File: src/rtl/rsq_pkg.sv
package rsq_pkg;
    typedef enum logic [1:0] {
        PH_RUN  = 2'd0,
        PH_POR  = 2'd1,
        PH_TAIL = 2'd2
    } phase_e;

    localparam int NCAUSE  = 5;
    localparam int CZ_POR  = 0;
    localparam int CZ_WDT  = 1;
    localparam int CZ_IOP  = 2;
    localparam int CZ_IADR = 3;
    localparam int CZ_VEC  = 4;

    typedef logic [NCAUSE-1:0] cause_t;
endpackage

File: src/rtl/rsq_cause_detect.sv
module rsq_cause_detect
    import rsq_pkg::*;
#(
    parameter int          ADDR_W    = 16,
    parameter int          DATA_W    = 8,
    parameter int          VEC_BYTES = 2,
    parameter logic [15:0] VEC_BASE  = 16'hFFFE
) (
    input  logic              wdt_expire,
    input  logic              fetch_vld,
    input  logic              fetch_op,
    input  logic [ADDR_W-1:0] addr,
    input  logic              addr_mapped,
    input  logic [DATA_W-1:0] rdata,
    input  logic              bad_opcode,
    input  logic              stop_decode,
    input  logic              stop_allow,
    output cause_t            cause
);
    localparam logic [DATA_W-1:0] ERASED = {DATA_W{1'b1}};

    logic [VEC_BYTES-1:0] vec_hit;

    // one comparator per vector byte address
    for (genvar i = 0; i < VEC_BYTES; i++) begin : g_vec
        assign vec_hit[i] = (addr == ADDR_W'(VEC_BASE + 16'(i)));
    end

    always_comb begin
        cause          = '0;
        cause[CZ_WDT]  = wdt_expire;
        cause[CZ_IOP]  = bad_opcode | (stop_decode & ~stop_allow);
        cause[CZ_IADR] = fetch_vld & fetch_op & ~addr_mapped;
        cause[CZ_VEC]  = fetch_vld & (|vec_hit) & (rdata == ERASED);
    end
endmodule

File: src/rtl/rsq_phase_timer.sv
module rsq_phase_timer
    import rsq_pkg::*;
#(
    parameter int POR_CYC  = 4096,
    parameter int TAIL_CYC = 32
) (
    input  logic clk,
    input  logic por_i,
    input  logic trig_i,
    output logic rst_n_o,
    output logic in_run_o
);
    localparam int MAXC  = (POR_CYC > TAIL_CYC) ? POR_CYC : TAIL_CYC;
    localparam int CNT_W = (MAXC > 2) ? $clog2(MAXC) : 1;
    localparam logic [CNT_W-1:0] POR_LAST  = CNT_W'(POR_CYC - 1);
    localparam logic [CNT_W-1:0] TAIL_LAST = CNT_W'(TAIL_CYC - 1);

    typedef struct packed {
        phase_e           ph;
        logic [CNT_W-1:0] cnt;
    } tmr_t;

    tmr_t tmr_d, tmr_q;

    always_comb begin
        tmr_d = tmr_q;
        if (por_i) begin
            tmr_d.ph  = PH_POR;
            tmr_d.cnt = '0;
        end else begin
            unique case (tmr_q.ph)
                PH_POR: begin
                    if (tmr_q.cnt == POR_LAST) begin
                        tmr_d.ph  = PH_TAIL;
                        tmr_d.cnt = '0;
                    end else begin
                        tmr_d.cnt = tmr_q.cnt + 1'b1;
                    end
                end
                PH_TAIL: begin
                    if (tmr_q.cnt == TAIL_LAST) begin
                        tmr_d.ph  = PH_RUN;
                        tmr_d.cnt = '0;
                    end else begin
                        tmr_d.cnt = tmr_q.cnt + 1'b1;
                    end
                end
                default: begin
                    if (trig_i) begin
                        tmr_d.ph  = PH_TAIL;
                        tmr_d.cnt = '0;
                    end
                end
            endcase
        end
    end

    always_ff @(posedge clk) begin
        tmr_q <= tmr_d;
    end

    assign in_run_o = (tmr_q.ph == PH_RUN);
    assign rst_n_o  = in_run_o;


    trig_rst_chk: assert property (@(posedge clk) disable iff (por_i)
        trig_i |=> !rst_n_o);


    por_low_chk: assert property (@(posedge clk)
        por_i |=> !rst_n_o);
endmodule

File: src/rtl/rsq_status_reg.sv
module rsq_status_reg
    import rsq_pkg::*;
#(
    parameter int STAT_W = 8
) (
    input  logic              clk,
    input  logic              por_i,
    input  logic              take_i,
    input  cause_t            cause_i,
    output logic [STAT_W-1:0] status_o,
    output logic              mon_o
);
    typedef struct packed {
        cause_t flags;
        logic   mon;
    } st_t;

    st_t st_d, st_q;

    always_comb begin
        st_d = st_q;
        if (por_i) begin
            st_d.flags         = '0;
            st_d.flags[CZ_POR] = 1'b1;
            st_d.mon           = 1'b0;
        end else if (take_i) begin
            st_d.flags         = cause_i;
            st_d.flags[CZ_POR] = 1'b0;
            if (cause_i[CZ_VEC]) begin
                st_d.mon = 1'b1;
            end
        end
    end

    always_ff @(posedge clk) begin
        st_q <= st_d;
    end

    assign status_o = STAT_W'(st_q.flags);
    assign mon_o    = st_q.mon;


    hold_idle_chk: assert property (@(posedge clk) disable iff (por_i)
        !take_i |=> $stable(status_o) && $stable(mon_o));


    por_alone_chk: assert property (@(posedge clk) disable iff (por_i)
        status_o[CZ_POR] |-> (status_o[NCAUSE-1:1] == '0));


    mon_sticky_chk: assert property (@(posedge clk) disable iff (por_i)
        mon_o |=> mon_o);
endmodule

File: src/rtl/rsq_reset_seq.sv
module rsq_reset_seq
    import rsq_pkg::*;
#(
    parameter int          POR_CYC   = 4096,
    parameter int          TAIL_CYC  = 32,
    parameter int          ADDR_W    = 16,
    parameter int          DATA_W    = 8,
    parameter int          STAT_W    = 8,
    parameter int          VEC_BYTES = 2,
    parameter logic [15:0] VEC_BASE  = 16'hFFFE
) (
    input  logic              clk,
    input  logic              por_pulse,
    input  logic              wdt_expire,
    input  logic              fetch_vld,
    input  logic              fetch_op,
    input  logic [ADDR_W-1:0] addr,
    input  logic              addr_mapped,
    input  logic [DATA_W-1:0] rdata,
    input  logic              bad_opcode,
    input  logic              stop_decode,
    input  logic              stop_allow,
    output logic              rst_n,
    output logic              mon_force,
    output logic [STAT_W-1:0] status
);
    cause_t cause;
    logic   in_run;
    logic   take;

    rsq_cause_detect #(
        .ADDR_W   (ADDR_W),
        .DATA_W   (DATA_W),
        .VEC_BYTES(VEC_BYTES),
        .VEC_BASE (VEC_BASE)
    ) u_detect (
        .wdt_expire (wdt_expire),
        .fetch_vld  (fetch_vld),
        .fetch_op   (fetch_op),
        .addr       (addr),
        .addr_mapped(addr_mapped),
        .rdata      (rdata),
        .bad_opcode (bad_opcode),
        .stop_decode(stop_decode),
        .stop_allow (stop_allow),
        .cause      (cause)
    );

    // a cause is accepted only while the system is running
    assign take = in_run & (|cause);

    rsq_phase_timer #(
        .POR_CYC (POR_CYC),
        .TAIL_CYC(TAIL_CYC)
    ) u_timer (
        .clk     (clk),
        .por_i   (por_pulse),
        .trig_i  (take),
        .rst_n_o (rst_n),
        .in_run_o(in_run)
    );

    rsq_status_reg #(
        .STAT_W(STAT_W)
    ) u_status (
        .clk     (clk),
        .por_i   (por_pulse),
        .take_i  (take),
        .cause_i (cause),
        .status_o(status),
        .mon_o   (mon_force)
    );


    single_seq_chk: assert property (@(posedge clk) disable iff (por_pulse)
        take |=> !take);
endmodule

File: config.mk
export PLATFORM = sky130hd
export DESIGN_NAME = rsq_reset_seq
export DESIGN_NICKNAME = d
export VERILOG_FILES = /design/src/rtl/rsq_pkg.sv /design/src/rtl/rsq_cause_detect.sv /design/src/rtl/rsq_phase_timer.sv /design/src/rtl/rsq_status_reg.sv /design/src/rtl/rsq_reset_seq.sv
export SDC_FILE = /design/constraint.sdc
export NUM_CORES = 1
export LEC_CHECK = 0
export ABC_AREA = 1
export CAP_MARGIN = 40
export CORE_MARGIN = 1.5
export CORE_UTILIZATION = 35
export CTS_CLUSTER_SIZE = 8
export DETAILED_ROUTE_END_ITERATION = 16
export SLEW_MARGIN = 40
export SYNTH_ARGS = -nofsm -noshare
export SYNTH_HDL_FRONTEND = slang
export SYNTH_HIERARCHICAL = 1
export SYNTH_SLANG_ARGS = --single-unit
File: constraint.sdc
create_clock -name clk -period 2.2 [get_ports clk]
set_input_delay 0.55 -clock clk [delete_from_list [all_inputs] [get_ports clk]]
set_output_delay 0.55 -clock clk [all_outputs]
set_load 0.02 [all_outputs]
== After elaboration in Yosys (flattened, before gate mapping) ==
Index checks and enable logic that the tools add are counted.
Cells by class
  add/sub/neg operators: 1
  equal/unequal tests: 9
  multiplexer cells: 6
  bitwise logic cells: 9
  reduce and logical (&&, ||, !) cells: 6
Operators with widths (count)
  equality test 16 bit, second input constant: 2
  case mux 14 bit (2 select lines): 1
  two-way mux 12 bit: 2
  two-way mux 14 bit: 1
  adder 12 x 1 -> 12 bit, second input constant: 1
  equality test 12 bit, second input constant: 1
  equality test 12 x 5 -> 1 bit, second input constant: 1
  equality test 8 bit, second input constant: 1
  bitwise AND 1 bit: 6
  two-way mux 2 bit: 2
  inequality test 2 x 1 -> 1 bit, second input constant: 2
  OR reduction 4 bit: 1
  AND reduction 3 bit: 1
  nonzero test 3 bit: 1
  equality test 2 x 1 -> 1 bit, second input constant: 1
  equality test 2 bit, second input constant: 1
  zero test 2 bit: 1
  NOT 1 bit: 2
  AND reduction 2 bit: 1
  OR reduction 2 bit: 1
  OR 1 bit: 1
Storage, ports and cells
  register bits: 20
  bits of input ports: 33
  logic and storage cells: 35

== Depth between registers and ports, before layout ==
  depth after elaboration: 8
  gate-level depth with buffers: 18
  mapped depth without buffers: 18

== Cells and area by module ==
The synthesis kept the hierarchy.
Modules (own cells, without submodules)
  rsq_phase_timer: instances 1, cells an instance 115, area each 805.8 um^2, sequential area each 280.3 um^2
  rsq_status_reg: instances 1, cells an instance 28, area each 230.2 um^2, sequential area each 120.1 um^2
  rsq_cause_detect: instances 1, cells an instance 33, area each 146.4 um^2, sequential area each 0.0 um^2
  rsq_reset_seq: instances 1, cells an instance 6, area each 23.8 um^2, sequential area each 0.0 um^2

== Worst setup path before layout ==
Ideal clock, no wire load.
  path type: input to register
  from: in rdata[1]
  to: reg u_timer/tmr_q[9] in the netlist's numbering
  setup time: 64 ps
  arrival: 1924 ps
  data required time: 2136 ps
  path slack: 212 ps
  cell stages on the path: 18
  cell sequence: nand2_1 inv_2 nand2_1 nor2_1 nand2_1 nor2_1 nor2_1 nand3_1 nand2_1 inv_1 nor2_1 nand2_2 nand3_2 nor2_2 nand2_1 nand2_1 nand3_1 nor2_1
On the way
  cells in the longest elaborated chain, start to end: 5
RTL lines
  start, declared: RTL line rsq_reset_seq.sv:19  | input logic [DATA_W-1:0] rdata,
  equality test 8 bit: RTL line rsq_cause_detect.sv:34  | cause[CZ_VEC] = fetch_vld & (|vec_hit) & (rdata == ERASED);
  bitwise AND 1 bit: RTL line rsq_cause_detect.sv:34
  via cause[4]: RTL line rsq_reset_seq.sv:27  | cause_t cause;
  OR reduction 4 bit: RTL line rsq_reset_seq.sv:50  | assign take = in_run & (|cause);
  bitwise AND 1 bit: RTL line rsq_reset_seq.sv:50
  via take: RTL line rsq_reset_seq.sv:29  | logic take;
  nonzero test 3 bit (no line)
  end signal, assigned: RTL line rsq_phase_timer.sv:59  | tmr_q <= tmr_d;
  end, declared: RTL line rsq_phase_timer.sv:23  | tmr_t tmr_d, tmr_q;
The timed path passes the listed nets, and every way through them passes these cells.
A chain may end at the register's enable or synchronous reset.

== Final worst setup path ==
  from: reg u_timer/tmr_q[12] in the netlist's numbering
  to: out rst_n
On the way
  cells in the longest elaborated chain, start to end: 1
RTL lines
  zero test 2 bit: RTL line rsq_phase_timer.sv:62  | assign in_run_o = (tmr_q.ph == PH_RUN);
  end, declared: RTL line rsq_reset_seq.sv:23  | output logic rst_n,
No other way between the ends.

==> flow_summary.yaml <==
synthesis:
  yosysMostFrequentCell: "nand2_1"
  synth_area_leaders: "dfxtp_1 33%, nand2_1 14%, inv_1 9.3%, nor2_1 8.7%, ha_1 5.2%"
  yosys-top-cells-count: "45 x nand2_1, 30 x inv_1, 28 x nor2_1"
  synth_top_area_share_pct: 33.2
  ys_warn_count: 6
  syn_inst: 182
  synth_edf_count: 0
  synth_flop_cell: "dfxtp_1"
  ys_ff_latch: 20
  yosysUniqueCellTypes: 24
  syn_avg_cell_area_um2: 6.63
  yosysSeqAreaShare_pct: 33.2
  yosysTopAreaCell: "dfxtp_1"
  async_flop_share_pct: 0
  netlist_area_um2: 1210
routing:
  drt-total-wl_um: 2770
  drc_errors: 0
  antenna_left: 0
  post_drt_wl_per_cell_um: 10.0
  dr.pass1.iters: 4
  drt-initial-drc-count: 54
  routed_via_density: 4.33
  vias: 1196
global_route:
  gr-usage-met2_pct: 26.9
  gr-max-usage-layer: "met2"
  use_met3_pct: 4.35
  grt_overflow_total: 0
  grt_pass1_vias: 1074
  antenna_found_initial: 0
  grt_pass1_wl_um: 4420
  grtUsageMet1_pct: 18.7
  grt_usage_pct: 15.3
  grt_max_degree: 12
critical_path:
  r2r-end: "u_timer/tmr_q[0]$_SDFFE_PP0P_"
  r2r_start: "u_timer/tmr_q[13]$_SDFFE_PP0P_"
  ff2ff_path_depth: 10
  cp_slowest_stage_delay_ns: 0.61
  worstSetupPathType: "flip-flop to output pin"
  worstPathArrival_ns: 1.56
  cp_slowest_cell: "clkdlybuf4s50_1"
  cp.required_ns: 1.65
  crit_path_max_fanout: 4
  ff2ff_setup_slack_ns: 0.58
  cp-start-kind: "flip-flop"
  crit_path_end_kind: "output pin"
  crit_chain: "inv_1, ha_1, clkdlybuf4s50_1"
power_and_ir_drop:
  p_int_w: 0.000837
  switchingPower_w: 0.000546
  total_leakage_power_nw: 0.957
  power.share.clock_pct: 15.4
  seq_power_share_pct: 32.6
  combPwrFrac_pct: 52.0
  swShare_pct: 39.5
  irDropWorstVdd_v: 0.000521
  p_per_area_nw_per_um2: 774
clock_tree:
  cts.clk_slew.worst_paths_ns: 0.11
  cts_inserted_buffers: 3
  clockBufferDepth: 2
  clock-root-buffer: "clkbuf_4"
  cts_num_sinks: 20
  cts_tree: "yes"
  hold_buffers: 0
  htree_levels: 1
  clock_latency_ns: 0.31
cells_and_area:
  diodes: 0
  num-nets-final: 269
  drive_above_1_share_pct: 13.9
  area_growth_pct: 48.1
  final_util_pct: 54.0
sta:
  finalSetupViolCount: 0
  tns_ns: 0
  finalHoldViolations: 0
  min_period_ns: 2.11
  finalMaxSlewViolations: 0
  period_share_pct: 95.9
  skew_ns: 0.0111
  setup_ws_ns: 0.0902
  fmax_mhz: 474
hold_path:
  min_path_type: "flip-flop to flip-flop"
  hp-start: "u_status/status_o[0]$_SDFFE_PP1P_"
  worstHoldEndpoint: "u_status/status_o[0]$_SDFFE_PP1P_"
  worstHoldPathCells: 2
floorplan:
  rows: 21
  die_x_um: 61.7
  die_h_um: 61.7
  die-area_um2: 3810
  core_area_um2: 3310
  start_util_pct: 36.4
  io-pin-count: 43
status:
  outcome: "finished, final reports clean"
placement:
  dpl_worst_slack_ns: -0.287
  routabilityCongestion: 0.811
  io_buffer_count: 38
  hpwl_um: 2200
run:
  maxCapViolations: 0
how the worst max path moves through the flow:
stage / end / slack [ns] / cells after the start / start
after floorplan: u_timer/tmr_q[9]$_SDFFE_PP0P_ / 0.21 / 18 / rdata[1]
after global placement: u_timer/tmr_q[9]$_SDFFE_PP0P_ / -0.27 / 19 / fetch_vld
after detailed placement: u_timer/tmr_q[9]$_SDFFE_PP0P_ / -0.29 / 19 / fetch_vld
after CTS: u_timer/tmr_q[9]$_SDFFE_PP0P_ / 0.03 / 19 / fetch_vld
after global routing: u_timer/tmr_q[9]$_SDFFE_PP0P_ / -0.0004 / 17 / addr[9]
final: rst_n / 0.09 / 3 / u_timer/tmr_q[12]$_SDFFE_PP1P_
through the flow:
step                area, um2  power [W]  hold slack (ns)  cells
floorplan                1210   0.000876            0.465    184
global placement         1660    0.00113            0.432    269
detailed placement       1660    0.00114            0.447    269
CTS                      1700    0.00137            0.463    273
global route             1790    0.00151            0.492    276
finish                   1790    0.00138            0.456    276
placed cells by master, fill, tap and decap left out, drive strengths merged:
| cell | count |
|---|---|
| nand2 | 49 |
| inv | 32 |
| nor2 | 31 |
| dfxtp | 20 |
| dlymetal6s2s | 19 |
| clkdlybuf4s50 | 19 |
| nand3 | 11 |
| buf | 10 |
| o21ai | 9 |
| ha | 5 |
| a21oi | 5 |
| conb | 4 |
| xor2 | 4 |
| clkbuf | 4 |
| o21bai | 2 |
| o2111ai | 2 |
| nand4 | 2 |
| nor3 | 1 |
| xnor2 | 1 |
routing by layer:
layer	up-vias	share of wire (%)
met2	23	52
met4	0	0
met5	-	0
met3	0	4.2
met1	532	44
li1	641	-
cells by family (layout without fill, tap and decap cells):
logic type	after synthesis	count (layout)	share of synthesized area [%]
compound gates	18	18	9.13
xor+xnor	5	5	3.63
fa+ha+maj	5	5	5.19
buf+inv	38	84	13.7
flops	20	20	33.2
other cells	2	4	0.623
simple gates	94	94	34.5
worst max-delay path: cells and delay by family (launching register included):
family | cells | cell delay (ns)
flops | 1 | 0.34
fa+ha+maj | 1 | 0.19
buf+inv | 2 | 0.72
sequential cells by signal (all words and copies together), names as in the netlist:
name	count
u_status/mon_o	1
u_status/status_o	5
u_timer/tmr_q	14
layout make-up:
cell class / count / area, um2
Fill cell: 348 / 1520
Multi-Input combinational cell: 126 / 669
Timing Repair Buffer: 48 / 503
Sequential cell: 20 / 400
Inverter: 32 / 120
Tap cell: 46 / 57.6
Clock buffer: 4 / 36.3
power by group through the flow:
stage                     combinational, W  clock, W  sequential [W]
after floorplan                   0.000396         0        0.000479
after global placement            0.000671         0        0.000456
after detailed placement          0.000683         0        0.000460
after CTS                         0.000688  0.000226        0.000453
after global routing              0.000813  0.000241        0.000460
final                             0.000719  0.000213        0.000452
repair_timing:
item                                    4_1_cts  5_1_grt
setup buffers                                 0        3
endpoints found under the setup margin        0       12
resized for setup                             0       27
Note: power is estimated with default switching activity, not from simulation.
